### src/rtl/tdc_avg_pkg.sv
package tdc_avg_pkg;

   typedef enum logic [0:0] {
      ST_IDLE    = 1'b0,
      ST_COLLECT = 1'b1
   } win_state_t;

   function automatic bit is_pow2(input int v);
      return (v > 0) && ((v & (v - 1)) == 0);
   endfunction

endpackage

### src/rtl/tdc_lane_tally.sv
// Per-line pass counter: accepts the first PASSES strobes of a window,
// flags surplus strobes, and predicts completion for this cycle.
module tdc_lane_tally #(
   parameter int PASSES = 4,
   localparam int CNT_W = $clog2(PASSES + 1)
) (
   input  logic clk,
   input  logic rst_n,
   input  logic clear,
   input  logic vld,
   output logic accept,
   output logic excess,
   output logic full_next
);
   logic [CNT_W-1:0] cnt;

   assign accept    = vld && (cnt < CNT_W'(PASSES));
   assign excess    = vld && (cnt == CNT_W'(PASSES));
   assign full_next = (cnt + CNT_W'(accept)) == CNT_W'(PASSES);

   always_ff @(posedge clk) begin
      if (!rst_n || clear) begin
         cnt <= '0;
      end else if (accept) begin
         cnt <= cnt + CNT_W'(1);
      end
   end
endmodule

### src/rtl/tdc_fine_adder.sv
// Sums the fine codes of all lines whose strobe is accepted this cycle.
module tdc_fine_adder #(
   parameter int LANES  = 8,
   parameter int FINE_W = 9,
   parameter int SUM_W  = 14
) (
   input  logic [LANES*FINE_W-1:0] fine,
   input  logic [LANES-1:0]        take,
   output logic [SUM_W-1:0]        total
);
   always_comb begin
      total = '0;
      for (int i = 0; i < LANES; i++) begin
         if (take[i]) begin
            total = total + SUM_W'(fine[i*FINE_W +: FINE_W]);
         end
      end
   end
endmodule

### src/rtl/tdc_stamp_merge.sv
// Scales the coarse count to fine bins and adds the averaged fine part
// with FRAC_W fractional bits.
module tdc_stamp_merge
   import tdc_avg_pkg::*;
#(
   parameter int COARSE_W     = 16,
   parameter int BINS_PER_CLK = 400,
   parameter int SAMPLES      = 32,
   parameter int SUM_W        = 14,
   parameter int FRAC_W       = 5,
   parameter int TS_W         = 31,
   localparam int WIDE_W      = SUM_W + FRAC_W
) (
   input  logic [COARSE_W-1:0] coarse,
   input  logic [SUM_W-1:0]    sum,
   output logic [TS_W-1:0]     stamp
);
   logic [WIDE_W-1:0] frac_part;
   logic [TS_W-1:0]   base;

   generate
      if (is_pow2(SAMPLES)) begin : g_shift
         // dividing by 2^FRAC_W and keeping FRAC_W fraction bits is the sum itself
         assign frac_part = WIDE_W'(sum);
      end else begin : g_divide
         logic [WIDE_W-1:0] scaled;
         assign scaled    = {sum, FRAC_W'(0)};
         assign frac_part = scaled / WIDE_W'(SAMPLES);
      end
   endgenerate

   assign base  = TS_W'(coarse) * TS_W'(BINS_PER_CLK);
   assign stamp = (base << FRAC_W) + TS_W'(frac_part);
endmodule

### src/rtl/tdc_multichain_avg.sv
module tdc_multichain_avg
   import tdc_avg_pkg::*;
#(
   parameter int NUM_CHAINS   = 8,
   parameter int PASSES       = 4,
   parameter int FINE_W       = 9,
   parameter int COARSE_W     = 16,
   parameter int BINS_PER_CLK = 400,
   parameter int TMO_CYC      = 16,
   parameter int OVF_W        = 8,
   localparam int SAMPLES     = NUM_CHAINS * PASSES,
   localparam int FRAC_W      = $clog2(SAMPLES),
   localparam int SUM_W       = FINE_W + FRAC_W,
   localparam int BIN_W       = $clog2(BINS_PER_CLK),
   localparam int TS_W        = COARSE_W + BIN_W + FRAC_W + 1,
   localparam int TMO_W       = $clog2(TMO_CYC + 1)
) (
   input  logic                         clk,
   input  logic                         rst_n,
   input  logic [NUM_CHAINS*FINE_W-1:0] chain_fine,
   input  logic [NUM_CHAINS-1:0]        chain_vld,
   input  logic [COARSE_W-1:0]          coarse_cnt,
   output logic [TS_W-1:0]              stamp_out,
   output logic                         stamp_vld,
   output logic                         busy,
   output logic                         tmo_err,
   output logic [OVF_W-1:0]             ovf_cnt
);
   // elaboration-time parameter checks
   if (NUM_CHAINS < 1) begin : g_bad_chains
      $error("NUM_CHAINS must be at least 1");
   end
   if (PASSES < 1) begin : g_bad_passes
      $error("PASSES must be at least 1");
   end
   if (SAMPLES < 2) begin : g_bad_samples
      $error("NUM_CHAINS*PASSES must be at least 2");
   end
   if (FINE_W > BIN_W) begin : g_bad_fine
      $error("fine code wider than one coarse period");
   end
   if (TMO_CYC <= PASSES) begin : g_bad_tmo
      $error("TMO_CYC must exceed PASSES");
   end
   if (OVF_W < 1) begin : g_bad_ovf
      $error("OVF_W must be at least 1");
   end

   win_state_t               st;
   logic [TMO_W-1:0]         tmo_cnt;
   logic [COARSE_W-1:0]      coarse_q;
   logic [SUM_W-1:0]         sum_q;
   logic [NUM_CHAINS-1:0]    lane_accept;
   logic [NUM_CHAINS-1:0]    lane_excess;
   logic [NUM_CHAINS-1:0]    lane_full;
   logic [SUM_W-1:0]         step_sum;
   logic [SUM_W-1:0]         sum_next;
   logic [COARSE_W-1:0]      coarse_sel;
   logic [TS_W-1:0]          stamp_d;
   logic                     start, active, all_full, done, tmo_hit, win_close;

   generate
      for (genvar c = 0; c < NUM_CHAINS; c++) begin : g_lane
         tdc_lane_tally #(.PASSES(PASSES)) u_tally (
            .clk       (clk),
            .rst_n     (rst_n),
            .clear     (win_close),
            .vld       (chain_vld[c]),
            .accept    (lane_accept[c]),
            .excess    (lane_excess[c]),
            .full_next (lane_full[c])
         );
      end
   endgenerate

   tdc_fine_adder #(.LANES(NUM_CHAINS), .FINE_W(FINE_W), .SUM_W(SUM_W)) u_adder (
      .fine  (chain_fine),
      .take  (lane_accept),
      .total (step_sum)
   );

   assign start     = (st == ST_IDLE) && (|chain_vld);
   assign active    = (st == ST_COLLECT) || start;
   assign all_full  = &lane_full;
   assign done      = active && all_full;
   assign tmo_hit   = (st == ST_COLLECT) && !all_full && (tmo_cnt == TMO_W'(TMO_CYC - 1));
   assign win_close = done || tmo_hit;
   assign sum_next  = ((st == ST_IDLE) ? SUM_W'(0) : sum_q) + step_sum;
   assign coarse_sel = start ? coarse_cnt : coarse_q;

   tdc_stamp_merge #(
      .COARSE_W     (COARSE_W),
      .BINS_PER_CLK (BINS_PER_CLK),
      .SAMPLES      (SAMPLES),
      .SUM_W        (SUM_W),
      .FRAC_W       (FRAC_W),
      .TS_W         (TS_W)
   ) u_merge (
      .coarse (coarse_sel),
      .sum    (sum_next),
      .stamp  (stamp_d)
   );

   always_ff @(posedge clk) begin
      if (!rst_n) begin
         st        <= ST_IDLE;
         tmo_cnt   <= '0;
         coarse_q  <= '0;
         sum_q     <= '0;
         stamp_out <= '0;
         stamp_vld <= 1'b0;
         tmo_err   <= 1'b0;
         ovf_cnt   <= '0;
      end else begin
         stamp_vld <= done;
         tmo_err   <= tmo_hit;
         if (done) begin
            stamp_out <= stamp_d;
         end
         if (start) begin
            coarse_q <= coarse_cnt;
         end
         if (win_close) begin
            st      <= ST_IDLE;
            sum_q   <= '0;
            tmo_cnt <= '0;
         end else if (active) begin
            st      <= ST_COLLECT;
            sum_q   <= sum_next;
            tmo_cnt <= tmo_cnt + TMO_W'(1);
         end
         if ((|lane_excess) && (ovf_cnt != {OVF_W{1'b1}})) begin
            ovf_cnt <= ovf_cnt + OVF_W'(1);
         end
      end
   end

   assign busy = (st == ST_COLLECT);
endmodule

### config.mk
export PLATFORM = sky130hd
export DESIGN_NAME = tdc_multichain_avg
export DESIGN_NICKNAME = d
export VERILOG_FILES = /design/src/rtl/tdc_avg_pkg.sv /design/src/rtl/tdc_lane_tally.sv /design/src/rtl/tdc_fine_adder.sv /design/src/rtl/tdc_stamp_merge.sv /design/src/rtl/tdc_multichain_avg.sv
export SDC_FILE = /design/constraint.sdc
export NUM_CORES = 1
export LEC_CHECK = 0
export ABC_AREA = 1
export BUFFER_PORTS_ARGS = -buffer_cell sky130_fd_sc_hd__buf_2
export CAP_MARGIN = 20
export CORE_UTILIZATION = 45
export DETAILED_ROUTE_END_ITERATION = 16
export GPL_ROUTABILITY_DRIVEN = 0
export GPL_TIMING_DRIVEN = 0
export SLEW_MARGIN = 10
export SYNTH_ARGS = -nofsm -noshare
export SYNTH_HDL_FRONTEND = slang
export SYNTH_SLANG_ARGS = --single-unit
### constraint.sdc
create_clock -name clk -period 12.51 [get_ports clk]
set_input_delay 1.8765 -clock clk [delete_from_list [all_inputs] [get_ports clk]]
set_output_delay 1.8765 -clock clk [all_outputs]
set_load 0.005 [all_outputs]
==> run_results.csv, run 1 <==
group,metric,value,unit
floorplanning,die-area,24300,sq um
clock_tree,cts.sinks,101,
worst_setup_path,cpMostUsedCell,"ha_1",
worst_setup_path,critPathSlowestCell,"ha_1",
logic_synthesis,yosys.cell_types.count,48,
floorplanning,chipHeight,156,microns
layout,n_antenna_cell,0,
layout,area_growth,13.3,%
global_route,met2_usage,0.391,
layout,mostFrequentLayoutCells,"nand2_1, inv_1, ha_1",
logic_synthesis,yosysSeqAreaShare,0.190,
floorplanning,num_rows,55,
placement,dp_cells,2037,
placement,hpwl,21800,microns
worst_setup_path,slowest_delay,390,ps
worst_setup_path,path_class,"primary input to register",
layout,nets,2017,
logic_synthesis,synthFlopType,"dfxtp_1",
run,maxCapViolations,0,
timing,holdWs,448,ps
floorplanning,fp.dieW,156,microns
worst_setup_path,arrival,11730,ps
layout,fill_cells,2413,
timing,fmax,0.0872,GHz
routing,num_vias,10100,
logic_synthesis,synth_area_leaders,"ha_1, dfxtp_1, nand2_1, inv_1, o21ai_0",
clock_tree,cts_buffers,9,
worst_setup_path,startpoint_type,"primary input",
floorplanning,start_util,0.465,
min_path,hold_class,"register to register",
global_route,grt_pass1_vias,9514,
routing,wl_per_cell,12.6,microns
timing,slew_headroom,0.457,
logic_synthesis,yosys.area.top_type,"ha_1",
timing,slew_violations,0,
timing,setup_viol,0,
global_route,grt_pass1_wl,43800,microns
timing,worstMarginPinSlew,807,ps
pwr,leakage,6.57,nW
clock_tree,root_buffer,"clkbuf_16",
clock_tree,clkTransAtPathRegs,80,ps
placement,port_buffers,137,
clock_tree,clock_latency,360,ps
logic_synthesis,syn_inst,1587,
pwr,vdd_ir_drop_max,0.109,mV
timing,hold_viol_final,0,
floorplanning,ios,140,
worst_setup_path,worst_ep_required_time,12770,ps
global_route,grt_max_degree,19,
routing,viasPerCell,4.91,
global_route,use_met1,0.279,
worst_setup_path,cp-end-kind,"register",
timing,final.setup.tns,0,ps
clock_tree,clk_path_buf_depth,2,
layout,final_common_cell,"nand2_1",
global_route,use_met3,0.0317,
routing,routed_wl,25900,microns
logic_synthesis,synth_edf_count,0,
routing,drt-initial-drc-count,349,
clock_tree,cts_hold_buf,0,
layout,fin_cells,2053,
logic_synthesis,avgSynthCellArea,6.71,sq um
logic_synthesis,ys_warn_count,0,
global_route,top_usage_layer,"met2",
timing,rsz0062_at_grt,"no",
timing,fin_worst_skew,10.0,ps
logic_synthesis,syn_nets,1869,
global_route,grt-ovfl-total,0,
run_status,status,"finished clean",
routing,drtAntennaViolNets,0,
logic_synthesis,ys_seq_elements,101,
logic_synthesis,synth_area,10700,sq um
floorplanning,core_region_area,22900,sq um
layout,layout-drive-gt1-share,0.125,
global_route,globalRouteTotalUtil,0.221,
global_route,antenna_found_initial,3,
routing,drt-pass1-iter-count,5,
clock_tree,cts_tree,"built",
clock_tree,htreeDepth,3,
routing,drc,0,
logic_synthesis,async_flop_share,0,
pwr,powerDensity,150,nW/um^2
logic_synthesis,yosys.area.top_type_share,0.194,
timing,fin_crit_sh,0.916,
timing,layout_min_cycle_time,11460,ps
worst_setup_path,crit_fanout,10,
-- area by class of cell --
| class | count | area (sq um) | share of cell area |
|---|---|---|---|
| well taps | 313 | 392 | 0.0325 |
| clock inverters | 6 | 78.8 | 0.00653 |
| inverters | 270 | 1010 | 0.0840 |
| repair buffers | 137 | 686 | 0.0568 |
| flip-flops and latches | 101 | 2020 | 0.168 |
| clock buffers | 10 | 239 | 0.0198 |
| plain buffers | 33 | 134 | 0.0111 |
| multi-input cells | 1183 | 7500 | 0.622 |
-- sequential cells by signal (all words and copies together), names as in the netlist --
name,count
busy,1
ovf_cnt,8
tmo_cnt,5
tmo_err,1
coarse_q,16
sum_q,14
stamp_out,31
g_lane.u_tally.cnt,24
stamp_vld,1
-- synthesized netlist by cell type (2+ instances only) --
library cell  instances
xor2_1               48
nand3b_1              3
nand3_2              12
a21o_1                4
a21oi_1             111
o21ai_1               5
fa_1                 19
a22o_1                7
xnor2_1              30
nor2_1              110
nor2_2                7
o2111ai_1             4
nand2_2              13
o21a_1                5
dfxtp_1             101
nor4_1               13
o21ai_0             120
or2_2                11
o21bai_1             10
ha_1                165
nand2_4               3
nand3_1              52
clkbuf_1             28
inv_1               261
a31oi_1              13
inv_2                 5
nor3_1                9
nand2_1             372
clkinv_1              4
buf_1                 3
o211ai_1              4
or4_1                 2
and3_1                2
nand4_1              17
-- stage by stage --
| stage | power [mW] | setup slack, ps | area, sq um | utilization |
|---|---|---|---|---|
| after detailed placement | 1.51 | -242 | 11700 | 0.512 |
| final | 1.81 | 1050 | 12100 | 0.527 |
| after floorplan | 1.27 | 1570 | 10700 | - |
| after global placement | 1.49 | -136 | 11700 | 0.512 |
| after global routing | 2.02 | 24.3 | 12100 | 0.527 |
| after CTS | 1.82 | 84.4 | 12000 | 0.526 |
-- timing repair --
action	4_1_cts	5_1_grt
gates resized for setup	0	35
buffers inserted	0	0
endpoints found under the setup margin	0	19
-- per-layer routing --
metal / part of all wire / vias up
met5: 0.00089 / -
met4: 0.014 / 4
met3: 0.037 / 23
met2: 0.47 / 167
met1: 0.48 / 4439
li1: - / 5440
-- report_power, final --
group	internal, mW	switching [mW]	total (mW)	leakage, nW
clock network	0.165	0.139	0.303	0.157
logic	0.439	0.712	1.15	5.59
registers	0.345	0.0134	0.359	0.825
total	0.949	0.864	1.81	6.57
-- cell families (layout without fill, tap and decap cells) --
group                      Yosys count  after routing  synth area share
xor gates and xnor gates            78             78            0.0641
buffers and inverters              303            456             0.107
DFF                                101            101             0.190
adders and majority gates          184            184             0.230
and+or+nand+nor                    632            632             0.260
AOI/OAI and AO/OA                  289            289             0.149
-- worst max-delay path, delay by kind of cell --
kind,cells,cell delay [ps]
adder cells (fa/ha/maj),10,3030
AND/OR/NAND/NOR,22,2640
AO/OA/AOI/OAI,18,2740
XOR/XNOR,6,1040
buffers and inverters,5,380
-- final timing paths --
path                            cells after the start                                   from  slack [ps]                          to
worst max-delay path                               61                           chain_vld[0]        1050  stamp_out[26]$_SDFFE_PN0P_
worst min-delay path                                2             stamp_out[23]$_SDFFE_PN0P_         450  stamp_out[23]$_SDFFE_PN0P_
worst max register to register                     61  g_lane[0].u_tally.cnt[2]$_SDFFE_PP0N_        2180  stamp_out[26]$_SDFFE_PN0P_
worst min register to register                      2             stamp_out[23]$_SDFFE_PN0P_         450  stamp_out[23]$_SDFFE_PN0P_
(Power assumes the default switching activity.)
==> run 2: changes to the inputs <==
==> constraint.sdc (replaced) <==
create_clock -name clk -period 12.51 [get_ports clk]
set_input_delay 1.251 -clock clk [delete_from_list [all_inputs] [get_ports clk]]
set_output_delay 1.251 -clock clk [all_outputs]
set_load 0.005 [all_outputs]
==> run_results.csv, run 2 (synthesized netlist as in run 1, its figures left out) <==
group,metric,value,unit
clock_tree,cts_setup_buffers,0,
layout,fin_cells,2053,
floorplanning,die-area,24300,sq um
clock_tree,cts_buffers,9,
worst_setup_path,r2r_end,"stamp_out[26]$_SDFFE_PN0P_",
floorplanning,fp.dieW,156,microns
timing,final.setup.tns,0,ps
worst_setup_path,crit_start,"chain_vld[0]",
routing,wl_per_cell,12.6,microns
routing,drc,0,
routing,num_vias,10000,
timing,setup_viol,0,
global_route,grt_pass1_wl,43800,microns
global_route,grt-ovfl-total,0,
layout,n_antenna_cell,0,
pwr,leakage,6.57,nW
timing,rsz0062_at_grt,"no",
clock_tree,clkTransAtPathRegs,80,ps
floorplanning,start_util,0.465,
timing,fin_worst_skew,11.2,ps
placement,port_buffers,137,
worst_setup_path,cp_num_buf_inv,5,
worst_setup_path,rr_startpoint,"g_lane[0].u_tally.cnt[2]$_SDFFE_PP0N_",
floorplanning,num_rows,55,
timing,hold_viol_final,0,
worst_setup_path,arrival,11810,ps
run_status,status,"finished clean",
floorplanning,ios,140,
layout,largestRegisters,"stamp_out (31), g_lane.u_tally.cnt (24), coarse_q (16)",
worst_setup_path,worst_ep_required_time,12770,ps
layout,nets,2017,
min_path,min_to,"stamp_out[23]$_SDFFE_PN0P_",
floorplanning,core_region_area,22900,sq um
worst_setup_path,rr_worst_depth,61,
pwr,powerDensity,150,nW/um^2
global_route,grt_pass1_vias,9514,
routing,viasPerCell,4.89,
layout,largest_register_ffs,31,
layout,layout-drive-gt1-share,0.122,
global_route,globalRouteTotalUtil,0.221,
timing,slew_headroom,0.448,
min_path,hold_class,"register to register",
clock_tree,htreeDepth,3,
worst_setup_path,crit_fanout,10,
layout,mostFrequentLayoutCells,"nand2_1, inv_1, ha_1",
routing,drtAntennaViolNets,0,
placement,dp_cells,2037,
global_route,antenna_found_initial,3,
timing,fin_crit_sh,0.923,
clock_tree,cts_tree,"built",
layout,largest-register,"stamp_out",
layout,final_common_cell,"nand2_1",
layout,area_growth,13.1,%
routing,drt-pass1-iter-count,5,
worst_setup_path,critPathSlowestCell,"ha_1",
min_path,hold_path.startpoint,"stamp_out[23]$_SDFFE_PN0P_",
timing,layout_min_cycle_time,11550,ps
clock_tree,cts.sinks,101,
run,maxCapViolations,0,
pwr,vdd_ir_drop_max,0.109,mV
timing,worstMarginPinSlew,819,ps
worst_setup_path,path_class,"primary input to register",
routing,drt-initial-drc-count,365,
min_path,min_path_cells,2,
worst_setup_path,slowest_delay,400,ps
clock_tree,root_buffer,"clkbuf_16",
placement,hpwl,21800,microns
floorplanning,chipHeight,156,microns
worst_setup_path,startpoint_type,"primary input",
clock_tree,clock_latency,360,ps
global_route,grt_max_degree,19,
timing,fmax,0.0866,GHz
timing,slew_violations,0,
worst_setup_path,critical-path-top-delay-family,"compound AO/OA/AOI/OAI gates",
clock_tree,clk_path_buf_depth,2,
worst_setup_path,cp-end-kind,"register",
worst_setup_path,worst-r2r-setup-slack,1480,ps
routing,routed_wl,25900,microns
run 2: stage by stage:
step	setup WS (ps)	total power, mW	util	cell area (sq um)	hold WS, ps
2_1_floorplan	2200	1.27	-	10700	444
3_3_place_gp	489	1.49	0.512	11700	433
3_5_place_dp	384	1.51	0.512	11700	436
4_1_cts	710	1.82	0.526	12000	454
5_1_grt	8.42	2.02	0.526	12000	471
6_report	963	1.81	0.526	12000	449
run 2: cell type report:
cell class                 count  area (sq um)
timing repair buffer         137           686
fill                        2412         10900
buffer                        33           131
clock inverter                 6          78.8
tap                          313           392
clock buffer                  10           239
inverter                     270          1010
sequential                   101          2020
multi-input combinational   1183          7490
run 2: layer usage:
metal	vias up	GRT usage	share of wire
li1	5433	-	-
met1	4422	0.279	0.48
met2	148	0.391	0.47
met3	25	0.0317	0.035
met4	4	0.0612	0.016
met5	-	0	0.00089
run 2: worst max path at each step:
stage                                  to  slack (ps)  depth (start not counted)
2_1_floorplan  stamp_out[26]$_SDFFE_PN0P_        2200                         58
3_3_place_gp   stamp_out[28]$_SDFFE_PN0P_         490                         58
3_5_place_dp   stamp_out[26]$_SDFFE_PN0P_         380                         59
4_1_cts        stamp_out[26]$_SDFFE_PN0P_         710                         59
5_1_grt        stamp_out[26]$_SDFFE_PN0P_           8                         60
6_report       stamp_out[26]$_SDFFE_PN0P_         960                         61
run 2: worst min-delay path, stage by stage, from the launching register on:
cell     delay, ps
dfxtp_1        310
nand2_1         60
nand2_1         40
run 2: power breakdown:
| part | switching [mW] | leakage, nW | internal (mW) | total, mW |
|---|---|---|---|---|
| Clock | 0.139 | 0.157 | 0.165 | 0.304 |
| Sequential | 0.0134 | 0.825 | 0.345 | 0.359 |
| Combinational | 0.708 | 5.59 | 0.437 | 1.15 |
| Total | 0.861 | 6.57 | 0.947 | 1.81 |
run 2: timing repair:
action	4_1_cts	5_1_grt
setup endpoints to repair	0	17
resized for setup	0	9
hold buffers	0	0
